$ cat src/rtl/exc_entry_pkg.sv
package exc_entry_pkg;

    localparam int EV_CODE_W   = 12;
    localparam int SR_BLK_BIT  = 28;
    localparam int SR_BANK_BIT = 29;
    localparam int SR_PRIV_BIT = 30;
    localparam int IMASK_LO    = 4;
    localparam int IMASK_W     = 4;
    localparam int SLOT_BIT    = 0;
    localparam int CSLOT_BIT   = 1;

    localparam logic [EV_CODE_W-1:0] CODE_POWER  = 12'h000;
    localparam logic [EV_CODE_W-1:0] CODE_MANUAL = 12'h020;
    localparam logic [EV_CODE_W-1:0] CODE_TLB_RD = 12'h040;
    localparam logic [EV_CODE_W-1:0] CODE_TLB_WR = 12'h060;
    localparam logic [EV_CODE_W-1:0] CODE_TRAP   = 12'h160;
    localparam logic [EV_CODE_W-1:0] CODE_EXEMPT = 12'h1E0;

    typedef enum logic [2:0] {
        EV_NONE,
        EV_RESET,
        EV_TLBMISS,
        EV_TRAP,
        EV_GENERAL,
        EV_IRQ
    } ev_class_e;

    typedef enum logic [1:0] {
        S_IDLE,
        S_COMMIT,
        S_DONE
    } seq_state_e;

    function automatic ev_class_e classify_exc(input logic [EV_CODE_W-1:0] code);
        ev_class_e c;
        unique case (code)
            CODE_POWER, CODE_MANUAL:   c = EV_RESET;
            CODE_TLB_RD, CODE_TLB_WR:  c = EV_TLBMISS;
            CODE_TRAP:                 c = EV_TRAP;
            default:                   c = EV_GENERAL;
        endcase
        return c;
    endfunction

endpackage

$ cat src/rtl/exc_entry_arbiter.sv
module exc_entry_arbiter
    import exc_entry_pkg::*;
(
    input  logic                 clk,
    input  logic                 rst_n,
    input  logic                 exc_pend,
    input  logic [EV_CODE_W-1:0] exc_code,
    input  logic                 irq_req,
    input  logic                 irq_vec_valid,
    input  logic [EV_CODE_W-1:0] irq_vec,
    input  logic                 blk,
    output logic                 take,
    output ev_class_e            ev_class,
    output logic [EV_CODE_W-1:0] ev_code
);

    logic [EV_CODE_W-1:0] eff_code;
    logic                 irq_ok;

    always_comb begin
        eff_code = exc_code;
        if (blk && (exc_code != CODE_EXEMPT)) begin
            eff_code = CODE_POWER;
        end
    end

    assign irq_ok = irq_req && !blk && irq_vec_valid;

    always_comb begin
        take     = 1'b0;
        ev_class = EV_NONE;
        ev_code  = '0;
        if (exc_pend) begin
            take     = 1'b1;
            ev_class = classify_exc(eff_code);
            ev_code  = eff_code;
        end else if (irq_ok) begin
            take     = 1'b1;
            ev_class = EV_IRQ;
            ev_code  = irq_vec;
        end
    end

    AST_EXC_BEATS_IRQ: assert property (@(posedge clk) disable iff (!rst_n)
        exc_pend |-> (ev_class != EV_IRQ));

    AST_BLOCK_MASKS_IRQ: assert property (@(posedge clk) disable iff (!rst_n)
        blk |-> (ev_class != EV_IRQ));

    AST_BLOCK_FORCES_RESET: assert property (@(posedge clk) disable iff (!rst_n)
        (exc_pend && blk && exc_code != CODE_EXEMPT) |-> (ev_class == EV_RESET));

endmodule

$ cat src/rtl/exc_entry_target.sv
module exc_entry_target
    import exc_entry_pkg::*;
#(
    parameter int                 DATA_W     = 32,
    parameter int                 FLAG_W     = 3,
    parameter int                 INSN_BYTES = 2,
    parameter logic [DATA_W-1:0]  RESET_PC   = 32'hA000_0000,
    parameter logic [DATA_W-1:0]  TLB_OFS    = 32'h0000_0400,
    parameter logic [DATA_W-1:0]  GEN_OFS    = 32'h0000_0100,
    parameter logic [DATA_W-1:0]  IRQ_OFS    = 32'h0000_0600
) (
    input  ev_class_e          ev_class,
    input  logic [DATA_W-1:0]  sr,
    input  logic [DATA_W-1:0]  pc,
    input  logic [DATA_W-1:0]  vbr,
    input  logic [FLAG_W-1:0]  flags,
    output logic [DATA_W-1:0]  new_pc,
    output logic [DATA_W-1:0]  new_sr,
    output logic [DATA_W-1:0]  saved_pc
);

    localparam logic [DATA_W-1:0] ENTRY_SET =
        (DATA_W'(1) << SR_BLK_BIT) | (DATA_W'(1) << SR_BANK_BIT) | (DATA_W'(1) << SR_PRIV_BIT);
    localparam logic [DATA_W-1:0] STEP = DATA_W'(INSN_BYTES);

    logic in_slot;

    assign in_slot = flags[SLOT_BIT] | flags[CSLOT_BIT];

    always_comb begin
        new_sr   = sr | ENTRY_SET;
        new_pc   = vbr + GEN_OFS;
        saved_pc = in_slot ? (pc - STEP) : pc;
        unique case (ev_class)
            EV_RESET: begin
                new_sr[IMASK_LO +: IMASK_W] = '1;
                new_pc = RESET_PC;
            end
            EV_TLBMISS: new_pc = vbr + TLB_OFS;
            EV_TRAP:    saved_pc = saved_pc + STEP;
            EV_IRQ:     new_pc = vbr + IRQ_OFS;
            default:    ;
        endcase
    end

endmodule

$ cat src/rtl/exc_entry_fsm.sv
module exc_entry_fsm
    import exc_entry_pkg::*;
(
    input  logic clk,
    input  logic rst_n,
    input  logic eval,
    input  logic take,
    output logic snap_en,
    output logic commit,
    output logic entry_pulse
);

    seq_state_e state, state_nx;

    always_comb begin
        state_nx = state;
        unique case (state)
            S_IDLE:   if (eval && take) state_nx = S_COMMIT;
            S_COMMIT: state_nx = S_DONE;
            S_DONE:   state_nx = S_IDLE;
            default:  state_nx = S_IDLE;
        endcase
    end

    always_ff @(posedge clk) begin
        if (!rst_n) state <= S_IDLE;
        else        state <= state_nx;
    end

    always_comb begin
        snap_en = 1'b0;
        commit  = 1'b0;
        unique case (state)
            S_IDLE:   snap_en = eval && take;
            S_COMMIT: commit  = 1'b1;
            S_DONE:   ;
            default:  ;
        endcase
    end

    always_ff @(posedge clk) begin
        if (!rst_n) entry_pulse <= 1'b0;
        else        entry_pulse <= commit;
    end

    AST_PULSE_SINGLE: assert property (@(posedge clk) disable iff (!rst_n)
        entry_pulse |=> !entry_pulse);

    AST_COMMIT_THEN_DONE: assert property (@(posedge clk) disable iff (!rst_n)
        (state == S_COMMIT) |=> (state == S_DONE && entry_pulse));

    AST_GUARD_IGNORES_EVAL: assert property (@(posedge clk) disable iff (!rst_n)
        (state == S_DONE) |=> (state == S_IDLE));

endmodule

$ cat src/rtl/exc_entry_seq.sv
module exc_entry_seq
    import exc_entry_pkg::*;
#(
    parameter int                 DATA_W     = 32,
    parameter int                 FLAG_W     = 3,
    parameter int                 INSN_BYTES = 2,
    parameter logic [DATA_W-1:0]  RESET_PC   = 32'hA000_0000,
    parameter logic [DATA_W-1:0]  TLB_OFS    = 32'h0000_0400,
    parameter logic [DATA_W-1:0]  GEN_OFS    = 32'h0000_0100,
    parameter logic [DATA_W-1:0]  IRQ_OFS    = 32'h0000_0600
) (
    input  logic                 clk,
    input  logic                 rst_n,
    input  logic                 eval,
    input  logic                 exc_pend,
    input  logic [EV_CODE_W-1:0] exc_code,
    input  logic                 irq_req,
    output logic [IMASK_W-1:0]   irq_mask_level,
    input  logic                 irq_vec_valid,
    input  logic [EV_CODE_W-1:0] irq_vec,
    input  logic [DATA_W-1:0]    sr_in,
    input  logic [DATA_W-1:0]    pc_in,
    input  logic [DATA_W-1:0]    r15_in,
    input  logic [DATA_W-1:0]    vbr_in,
    input  logic [FLAG_W-1:0]    flags_in,
    output logic [DATA_W-1:0]    pc_out,
    output logic [DATA_W-1:0]    sr_out,
    output logic [DATA_W-1:0]    spc_out,
    output logic [DATA_W-1:0]    ssr_out,
    output logic [DATA_W-1:0]    sgr_out,
    output logic [EV_CODE_W-1:0] expevt_out,
    output logic [EV_CODE_W-1:0] intevt_out,
    output logic [FLAG_W-1:0]    flags_out,
    output logic                 entry_pulse
);

    logic                 take;
    ev_class_e            arb_class;
    logic [EV_CODE_W-1:0] arb_code;
    logic                 snap_en;
    logic                 commit;

    ev_class_e            snap_class;
    logic [EV_CODE_W-1:0] snap_code;
    logic [DATA_W-1:0]    snap_sr;
    logic [DATA_W-1:0]    snap_pc;
    logic [DATA_W-1:0]    snap_r15;
    logic [DATA_W-1:0]    snap_vbr;
    logic [FLAG_W-1:0]    snap_flags;

    logic [DATA_W-1:0]    tgt_pc;
    logic [DATA_W-1:0]    tgt_sr;
    logic [DATA_W-1:0]    tgt_spc;

    assign irq_mask_level = sr_in[IMASK_LO +: IMASK_W];

    exc_entry_arbiter u_arb (
        .clk           (clk),
        .rst_n         (rst_n),
        .exc_pend      (exc_pend),
        .exc_code      (exc_code),
        .irq_req       (irq_req),
        .irq_vec_valid (irq_vec_valid),
        .irq_vec       (irq_vec),
        .blk           (sr_in[SR_BLK_BIT]),
        .take          (take),
        .ev_class      (arb_class),
        .ev_code       (arb_code)
    );

    exc_entry_fsm u_fsm (
        .clk         (clk),
        .rst_n       (rst_n),
        .eval        (eval),
        .take        (take),
        .snap_en     (snap_en),
        .commit      (commit),
        .entry_pulse (entry_pulse)
    );

    always_ff @(posedge clk) begin
        if (!rst_n) begin
            snap_class <= EV_NONE;
            snap_code  <= '0;
            snap_sr    <= '0;
            snap_pc    <= '0;
            snap_r15   <= '0;
            snap_vbr   <= '0;
            snap_flags <= '0;
        end else if (snap_en) begin
            snap_class <= arb_class;
            snap_code  <= arb_code;
            snap_sr    <= sr_in;
            snap_pc    <= pc_in;
            snap_r15   <= r15_in;
            snap_vbr   <= vbr_in;
            snap_flags <= flags_in;
        end
    end

    exc_entry_target #(
        .DATA_W     (DATA_W),
        .FLAG_W     (FLAG_W),
        .INSN_BYTES (INSN_BYTES),
        .RESET_PC   (RESET_PC),
        .TLB_OFS    (TLB_OFS),
        .GEN_OFS    (GEN_OFS),
        .IRQ_OFS    (IRQ_OFS)
    ) u_tgt (
        .ev_class (snap_class),
        .sr       (snap_sr),
        .pc       (snap_pc),
        .vbr      (snap_vbr),
        .flags    (snap_flags),
        .new_pc   (tgt_pc),
        .new_sr   (tgt_sr),
        .saved_pc (tgt_spc)
    );

    always_ff @(posedge clk) begin
        if (!rst_n) begin
            pc_out     <= '0;
            sr_out     <= '0;
            spc_out    <= '0;
            ssr_out    <= '0;
            sgr_out    <= '0;
            expevt_out <= '0;
            intevt_out <= '0;
        end else if (commit) begin
            pc_out  <= tgt_pc;
            sr_out  <= tgt_sr;
            spc_out <= tgt_spc;
            ssr_out <= snap_sr;
            sgr_out <= snap_r15;
            if (snap_class == EV_IRQ) intevt_out <= snap_code;
            else                      expevt_out <= snap_code;
        end
    end

    always_ff @(posedge clk) begin
        if (!rst_n)      flags_out <= '0;
        else if (commit) flags_out <= '0;
        else             flags_out <= flags_in;
    end

    AST_ENTRY_SETS_BITS: assert property (@(posedge clk) disable iff (!rst_n)
        entry_pulse |-> (sr_out[SR_BLK_BIT] && sr_out[SR_BANK_BIT] && sr_out[SR_PRIV_BIT]));

    AST_RESET_IMASK: assert property (@(posedge clk) disable iff (!rst_n)
        (entry_pulse && pc_out == RESET_PC && expevt_out == CODE_POWER && $changed(expevt_out))
            |-> (sr_out[IMASK_LO +: IMASK_W] == '1));

    AST_FLAGS_CLEARED: assert property (@(posedge clk) disable iff (!rst_n)
        entry_pulse |-> (flags_out == '0));

    AST_MASK_LEVEL: assert property (@(posedge clk) disable iff (!rst_n)
        irq_mask_level == sr_in[IMASK_LO +: IMASK_W]);

endmodule

$ cat config.mk
export PLATFORM = sky130hd
export DESIGN_NAME = exc_entry_seq
export DESIGN_NICKNAME = d
export VERILOG_FILES = /design/src/rtl/exc_entry_pkg.sv /design/src/rtl/exc_entry_arbiter.sv /design/src/rtl/exc_entry_target.sv /design/src/rtl/exc_entry_fsm.sv /design/src/rtl/exc_entry_seq.sv
export SDC_FILE = /design/constraint.sdc
export NUM_CORES = 1
export LEC_CHECK = 0
export BUFFER_PORTS_ARGS = -buffer_cell sky130_fd_sc_hd__buf_4
export CORE_AREA = 2 2 156 158
export CTS_BUF_LIST = sky130_fd_sc_hd__clkbuf_8
export CTS_CLUSTER_SIZE = 14
export DETAILED_ROUTE_END_ITERATION = 6
export DIE_AREA = 0 0 158 160
export PLACE_DENSITY = 0.95
export SYNTH_ARGS = -nofsm -noshare
export SYNTH_HDL_FRONTEND = slang
export SYNTH_SLANG_ARGS = --single-unit
export TNS_END_PERCENT = 100
$ cat constraint.sdc
create_clock -name clk -period 5.5 [get_ports clk]
set_input_delay 0.825 -clock clk [delete_from_list [all_inputs] [get_ports clk]]
set_output_delay 0.825 -clock clk [all_outputs]
set_load 0.02 [all_outputs]
==> out/results.ini, run 1 <==
[route]
ant_nets = 0
via_per_inst = 5.96
wire_per_inst_um = 18.9
wl_met1_um = 16500
topRoutingLayerUsed = met4
drc_errors = 0
initialDrtViolationCount = 1221
dr.pass1.iters = 6
wl_met2_um = 20800
routed_wl_um = 43600
num_vias = 13700
routed-wl-met3_um = 4150

[pwr]
ir_worst_vdd_uv = 210
powerDensity_nw_per_um2 = 288
totalPowerFinal_mw = 4.90
leakage_nw = 6.99

[worst_hold_path]
holdCritPathClass = flop to flop

[clock_network]
hold_buffers = 0
clock_latency_ns = 0.59
cts_max_path_buffers = 3
clkSinkCount = 308
cts_resized = 0
cts_tree = built
h-tree-depth = 2
clockRootBuffer = clkbuf_8
postCtsSetupRepairBufs = 0
cts_made_buffers = 50
clk_pin_slew_ns = 0.06

[critical_path]
path_max_fanout = 11
cp_slowest_cell = nor4b_1
cp-end-kind = flop
cp.arrival_ns = 4.37
crit_chain = or4_4 > nor4_1 > mux2i_1 > o21ai_0 > nor4b_1 > nand4_1 > or3_1 > a32o_1
cp.required_ns = 5.96
path_class = flop to flop
cp.buffers_inverters = 0
cp_top_family = simple AND/OR/NAND/NOR gates
cp-start-kind = flop
max_stage_delay_ns = 0.69

[grt]
grt_pass1_wl_um = 68200
track_usage_pct = 33.3
grt_max_degree = 93
grt_overflow = 0
antenna_found_initial = 4
grt_pass1_vias = 13300

[status]
status = finished clean

[logic_synthesis]
synth_fp_nets = 1865
avgSynthCellArea_um2 = 8.04
yosysWarningCount = 0
ys_seq_elements = 308
synthFlopType = dfxtp_1
synth-edff-count = 0
ys_async_sr_fraction_pct = 0
synth.cell_area_um2 = 13600
ys_types = 80
seq_area_frac_synth_pct = 45.2
synth_cells = 1697

[timing]
max_freq_ghz = 0.255
rsz0062_at_grt = false
finalHoldViolCount = 0
fin_setup_tns_ns = 0
fin_skew_ns = 0.0324
relSlewSlack_pct = 26.4
worst_pin_slew_ns = 1.09
period_needed_ns = 3.92
finalSetupViolations = 0
slew_violations = 0
finalCritPeriodShare_pct = 71.2

[cells_and_area]
drive_gt1_share_pct = 23.2
area_delta_synth_final_pct = 24.6
layout.cells.non_filler = 2307
fin_area_um2 = 17000
final_util_pct = 71.4
nets = 2113

[floorplan]
dieWidth_um = 158
core_area_um2 = 23800
ioPinCount = 353
die_h_um = 160
rows = 57
die_area_um2 = 25300
initial_core_util_pct = 57.3

[placement]
gp_congestion = 0.934
io_buffers = 352
dp_hpwl_um = 30300
placed_area_um2 = 16000
dp_cells = 2217

[flow_run]
maxCapViolCount = 0

-- worst min-delay path, stage by stage, from the launching register on --
cell and delay, ns:
dfxtp_1 0.31, nand2_1 0.05, nand2_1 0.04
-- through the flow --
step | worst slack, ns | hold slack (ns)
2_1_floorplan | 2.16 | 0.432
3_5_place_dp | 1.66 | 0.435
6_report | 1.58 | 0.440
3_3_place_gp | 1.80 | 0.432
4_1_cts | 1.63 | 0.445
5_1_grt | 1.33 | 0.464
-- final timing paths --
check / startpoint / endpoint / slack [ns] / cells after the start
setup / recovery: snap_pc[6] / spc_out[31] / 1.58 / 8
hold / removal: pc_out[28] / pc_out[28] / 0.44 / 2
setup reg to reg: snap_pc[6] / spc_out[31] / 1.58 / 8
hold reg to reg: pc_out[28] / pc_out[28] / 0.44 / 2
-- cells by family (layout without fill, tap and decap cells) --
family	after synthesis	after routing	share of synthesized area, %
AND/OR/NAND/NOR	665	665	22.0
AO/OA/AOI/OAI	464	464	21.5
other	0	4	0
buffers and inverters	183	465	6.00
multiplexers	10	10	0.752
adder cells (fa/ha/maj)	7	7	0.642
XOR/XNOR	60	60	3.91
flip-flops	308	308	45.2
-- layout make-up --
class / instances / area [um2]
antenna: 4 / 10.0
inverter: 16 / 62.6
multi-input combinational: 1206 / 6680
tap: 324 / 405
clock inverter: 30 / 178
fill: 1836 / 6820
timing repair buffer: 363 / 2730
sequential: 308 / 6170
clock buffer: 56 / 771
-- routing by layer --
layer / track usage, % / vias up
met5: 0 / -
met3: 7.95 / 162
met4: 16.7 / 0
met1: 40.7 / 6475
li1: - / 6366
met2: 54.6 / 736
-- cells in the final DEF, fill, tap and decap left out, types with 7 or more instances in the layout --
cell | netlist | final
o21ai_0 | 84 | 84
o22ai_1 | 14 | 14
clkbuf_8 | 0 | 56
a21oi_1 | 205 | 205
nand4_1 | 21 | 21
buf_4 | 31 | 363
nor2_1 | 61 | 59
nand2_1 | 432 | 431
xor2_1 | 28 | 28
or3_1 | 13 | 13
nor3_1 | 20 | 20
nand2b_1 | 9 | 9
a22o_1 | 80 | 80
and2_1 | 7 | 7
ha_1 | 7 | 7
nand3_1 | 28 | 28
a221oi_1 | 7 | 7
xnor2_1 | 31 | 31
and3_1 | 14 | 14
dfxtp_1 | 308 | 308
a31oi_1 | 16 | 16
inv_1 | 15 | 33
nor4_1 | 9 | 9
a32o_1 | 9 | 9
mux2i_1 | 8 | 8
-- flip-flops by register name, summed over array words and instances (netlist names) --
| name | count |
|---|---|
| snap_pc | 32 |
| snap_flags | 2 |
| sgr_out | 32 |
| ssr_out | 7 |
| spc_out | 32 |
| snap_r15 | 32 |
| intevt_out | 12 |
| u_fsm.entry_pulse | 1 |
| pc_out | 32 |
| snap_code | 12 |
| snap_sr | 32 |
| expevt_out | 12 |
| u_fsm.state | 2 |
| flags_out | 3 |
| snap_class | 3 |
| snap_vbr | 32 |
| sr_out | 30 |
-- Yosys cell counts, drive strengths merged, types with 6 or more instances --
cell	number	area share (%)
ha	7	0.64
o21ai	86	3.2
nor4	12	0.82
nand2b	9	0.41
buf	53	2.4
a32o	9	0.66
a22o	80	5.1
nor2b	6	0.28
o22ai	14	0.64
mux2i	8	0.59
nand2	433	12
nand3	30	1.2
xor2	28	1.8
a21oi	206	7.6
a221oi	8	0.56
nand4	22	1.1
and3	14	0.64
and2	8	0.37
a31oi	16	0.73
xnor2	32	2.1
nor3	21	0.85
clkbuf	114	3.1
nor2	61	1.7
nor3b	6	0.33
inv	16	0.44
or4	7	0.41
dfxtp	308	45
or3	14	0.68
-- report_power, final --
part | leakage, nW | total [mW] | switching (mW) | internal, mW
registers | 2.50 | 2.41 | 0.0970 | 2.31
clock network | 0.555 | 1.90 | 0.920 | 0.983
logic | 3.93 | 0.590 | 0.351 | 0.239
total | 6.99 | 4.90 | 1.37 | 3.53
No activity file was read; power rests on OpenSTA's default activity.
==> inputs of run 2 (changes only) <==
--- a/config.mk
+++ b/config.mk
@@ -5,13 +5,14 @@
 export SDC_FILE = /design/constraint.sdc
 export NUM_CORES = 1
 export LEC_CHECK = 0
+export ABC_AREA = 1
 export BUFFER_PORTS_ARGS = -buffer_cell sky130_fd_sc_hd__buf_4
-export CORE_AREA = 2 2 156 158
+export CORE_AREA = 2 2 173 175
 export CTS_BUF_LIST = sky130_fd_sc_hd__clkbuf_8
 export CTS_CLUSTER_SIZE = 14
 export DETAILED_ROUTE_END_ITERATION = 6
-export DIE_AREA = 0 0 158 160
-export PLACE_DENSITY = 0.95
+export DIE_AREA = 0 0 175 177
+export PLACE_DENSITY = 0.87
 export SYNTH_ARGS = -nofsm -noshare
 export SYNTH_HDL_FRONTEND = slang
 export SYNTH_SLANG_ARGS = --single-unit
==> constraint.sdc (replaced) <==
create_clock -name clk -period 3.3 [get_ports clk]
set_input_delay 0.495 -clock clk [delete_from_list [all_inputs] [get_ports clk]]
set_output_delay 0.495 -clock clk [all_outputs]
set_load 0.02 [all_outputs]
==> out/results.ini, run 2 <==
[placement]
dp_hpwl_um = 33400
dp_slack_ns = 0.802
io_buffers = 352
gp_congestion = 0.952
placed_area_um2 = 17000
dp_cells = 2686

[flow_run]
maxCapViolCount = 0

[clock_network]
clockRootBuffer = clkbuf_8
h-tree-depth = 2
clock_latency_ns = 0.57
cts_max_path_buffers = 3
cts_tree = built
postCtsSetupRepairBufs = 0
clk_pin_slew_ns = 0.06
hold_buffers = 0
clkSinkCount = 308
cts_resized = 0
cts_made_buffers = 51

[timing]
relSlewSlack_pct = 36.2
fin_setup_tns_ns = 0
finalCritPeriodShare_pct = 78.2
max_freq_ghz = 0.387
rsz0062_at_grt = false
finalSetupViolations = 0
whs_ns = 0.159
setup_slack_ns = 0.719
finalHoldViolCount = 0
slew_violations = 0
worst_pin_slew_ns = 0.957
fin_skew_ns = 0.0188
period_needed_ns = 2.58

[critical_path]
rrSetupSlack_ns = 0.72
cp-end-kind = flop
worst_r2r_path_depth = 10
cp-start-kind = flop
cp-startpoint = snap_vbr[10]
cp.arrival_ns = 3.00
path_max_fanout = 5
cp.required_ns = 3.72
r2r_start = snap_vbr[10]
path_class = flop to flop
crit_end = pc_out[29]
reg2reg_to = pc_out[29]

[pwr]
leakage_nw = 8.02
totalPowerFinal_mw = 8.75
powerDensity_nw_per_um2 = 486
ir_worst_vdd_uv = 327

[route]
drc_errors = 0
wire_per_inst_um = 16.7
num_vias = 14800
ant_nets = 0
dr.pass1.iters = 7
initialDrtViolationCount = 1235
via_per_inst = 5.33
routed_wl_um = 46300

[grt]
grt_pass1_wl_um = 72300
grt_max_degree = 133
grt_overflow = 0
grt_pass1_vias = 14100
antenna_found_initial = 0
track_usage_pct = 28.8

[logic_synthesis]
ys_seq_elements = 308
ys_async_sr_fraction_pct = 0
synthFlopType = dfxtp_1
synth.cell_area_um2 = 14300
synth_fp_nets = 2219
synth_top_area_cell = dfxtp_1
ys_types = 42
avgSynthCellArea_um2 = 6.96
synth_area_leaders = dfxtp_1, nand2_1, o21ai_0
synth_top_area_share_pct = 43.2
yosysMostFrequentCell = nand2_1
synth_top_cells_by_count = nand2_1, dfxtp_1, o21ai_0, inv_1, nor2_1
seq_area_frac_synth_pct = 43.2
synth-edff-count = 0
synth_cells = 2051
yosysWarningCount = 0

[cells_and_area]
diodes = 0
final_util_pct = 61.6
layout.cells.non_filler = 2779
fin_area_um2 = 18000
area_delta_synth_final_pct = 26.2
nets = 2517
most-common-layout-cells = nand2_1, buf_4, dfxtp_1
drive_gt1_share_pct = 21.1
mostFrequentLayoutCell = nand2_1

[floorplan]
rows = 63
die_h_um = 177
core_area_um2 = 29200
die_area_um2 = 31000
initial_core_util_pct = 48.8
dieWidth_um = 175
ioPinCount = 353

[status]
status = finished clean

[worst_hold_path]
holdCritPathClass = primary input to flop

[run 2: cell count changes in the layout (fill, tap and decap cells not counted), sizes merged, moves of 19 or more]
cell   previous run  this run
o21ai            86       303
inv              36       243
nor2             61       229
nand3            30       127
a22o             80        11
xnor2            32         2
a21oi           206       187
[run 2: power by group]
part | switching, mW | internal (mW)
clock network | 1.55 | 1.86
registers | 0.136 | 3.91
logic | 0.842 | 0.457
[run 2: final cells by class]
class	instances	area, um2
clock buffer	62	853
clock inverter	31	190
fill	2605	11200
inverter	222	838
multi-input combinational	1396	6700
sequential	308	6170
tap	390	488
timing repair buffer	370	2790
[run 2: how the worst min path moves through the flow]
stage | start | to | slack, ns | cells past startpoint
5_1_grt | flags_in[2] | flags_out[2] | 0.14 | 3
4_1_cts | flags_in[2] | flags_out[2] | 0.12 | 3
2_1_floorplan | snap_pc[0] | snap_pc[0] | 0.42 | 2
3_3_place_gp | snap_vbr[7] | snap_vbr[7] | 0.43 | 2
6_report | flags_in[2] | flags_out[2] | 0.16 | 3
3_5_place_dp | snap_r15[24] | snap_r15[24] | 0.44 | 2
[run 2: logic make-up (layout without fill, tap and decap cells)]
| family | count (synthesis) | after routing | synth area share (%) |
|---|---|---|---|
| xor gates and xnor gates | 25 | 25 | 1.53 |
| and+or+nand+nor | 828 | 828 | 24.9 |
| buffers and inverters | 347 | 685 | 10.0 |
| adders and majority gates | 7 | 7 | 0.613 |
| AOI/OAI and AO/OA | 536 | 536 | 19.7 |
| DFF | 308 | 308 | 43.2 |
[run 2: worst max-delay path, cell delays in order (launching register included)]
cell	delay, ns
dfxtp_1	0.43
inv_1	0.15
ha_1	0.26
nor2_1	0.26
nand2_1	0.17
nor3_1	0.55
nand3_1	0.17
o21ai_0	0.18
nand3_1	0.08
a21oi_1	0.12
o21ai_1	0.06
[run 2: layer usage]
metal	track usage, %	part of all wire [%]
met5	0	0
met2	50.3	48
met3	5.58	7.2
met1	34.4	41
met4	13.0	4.2
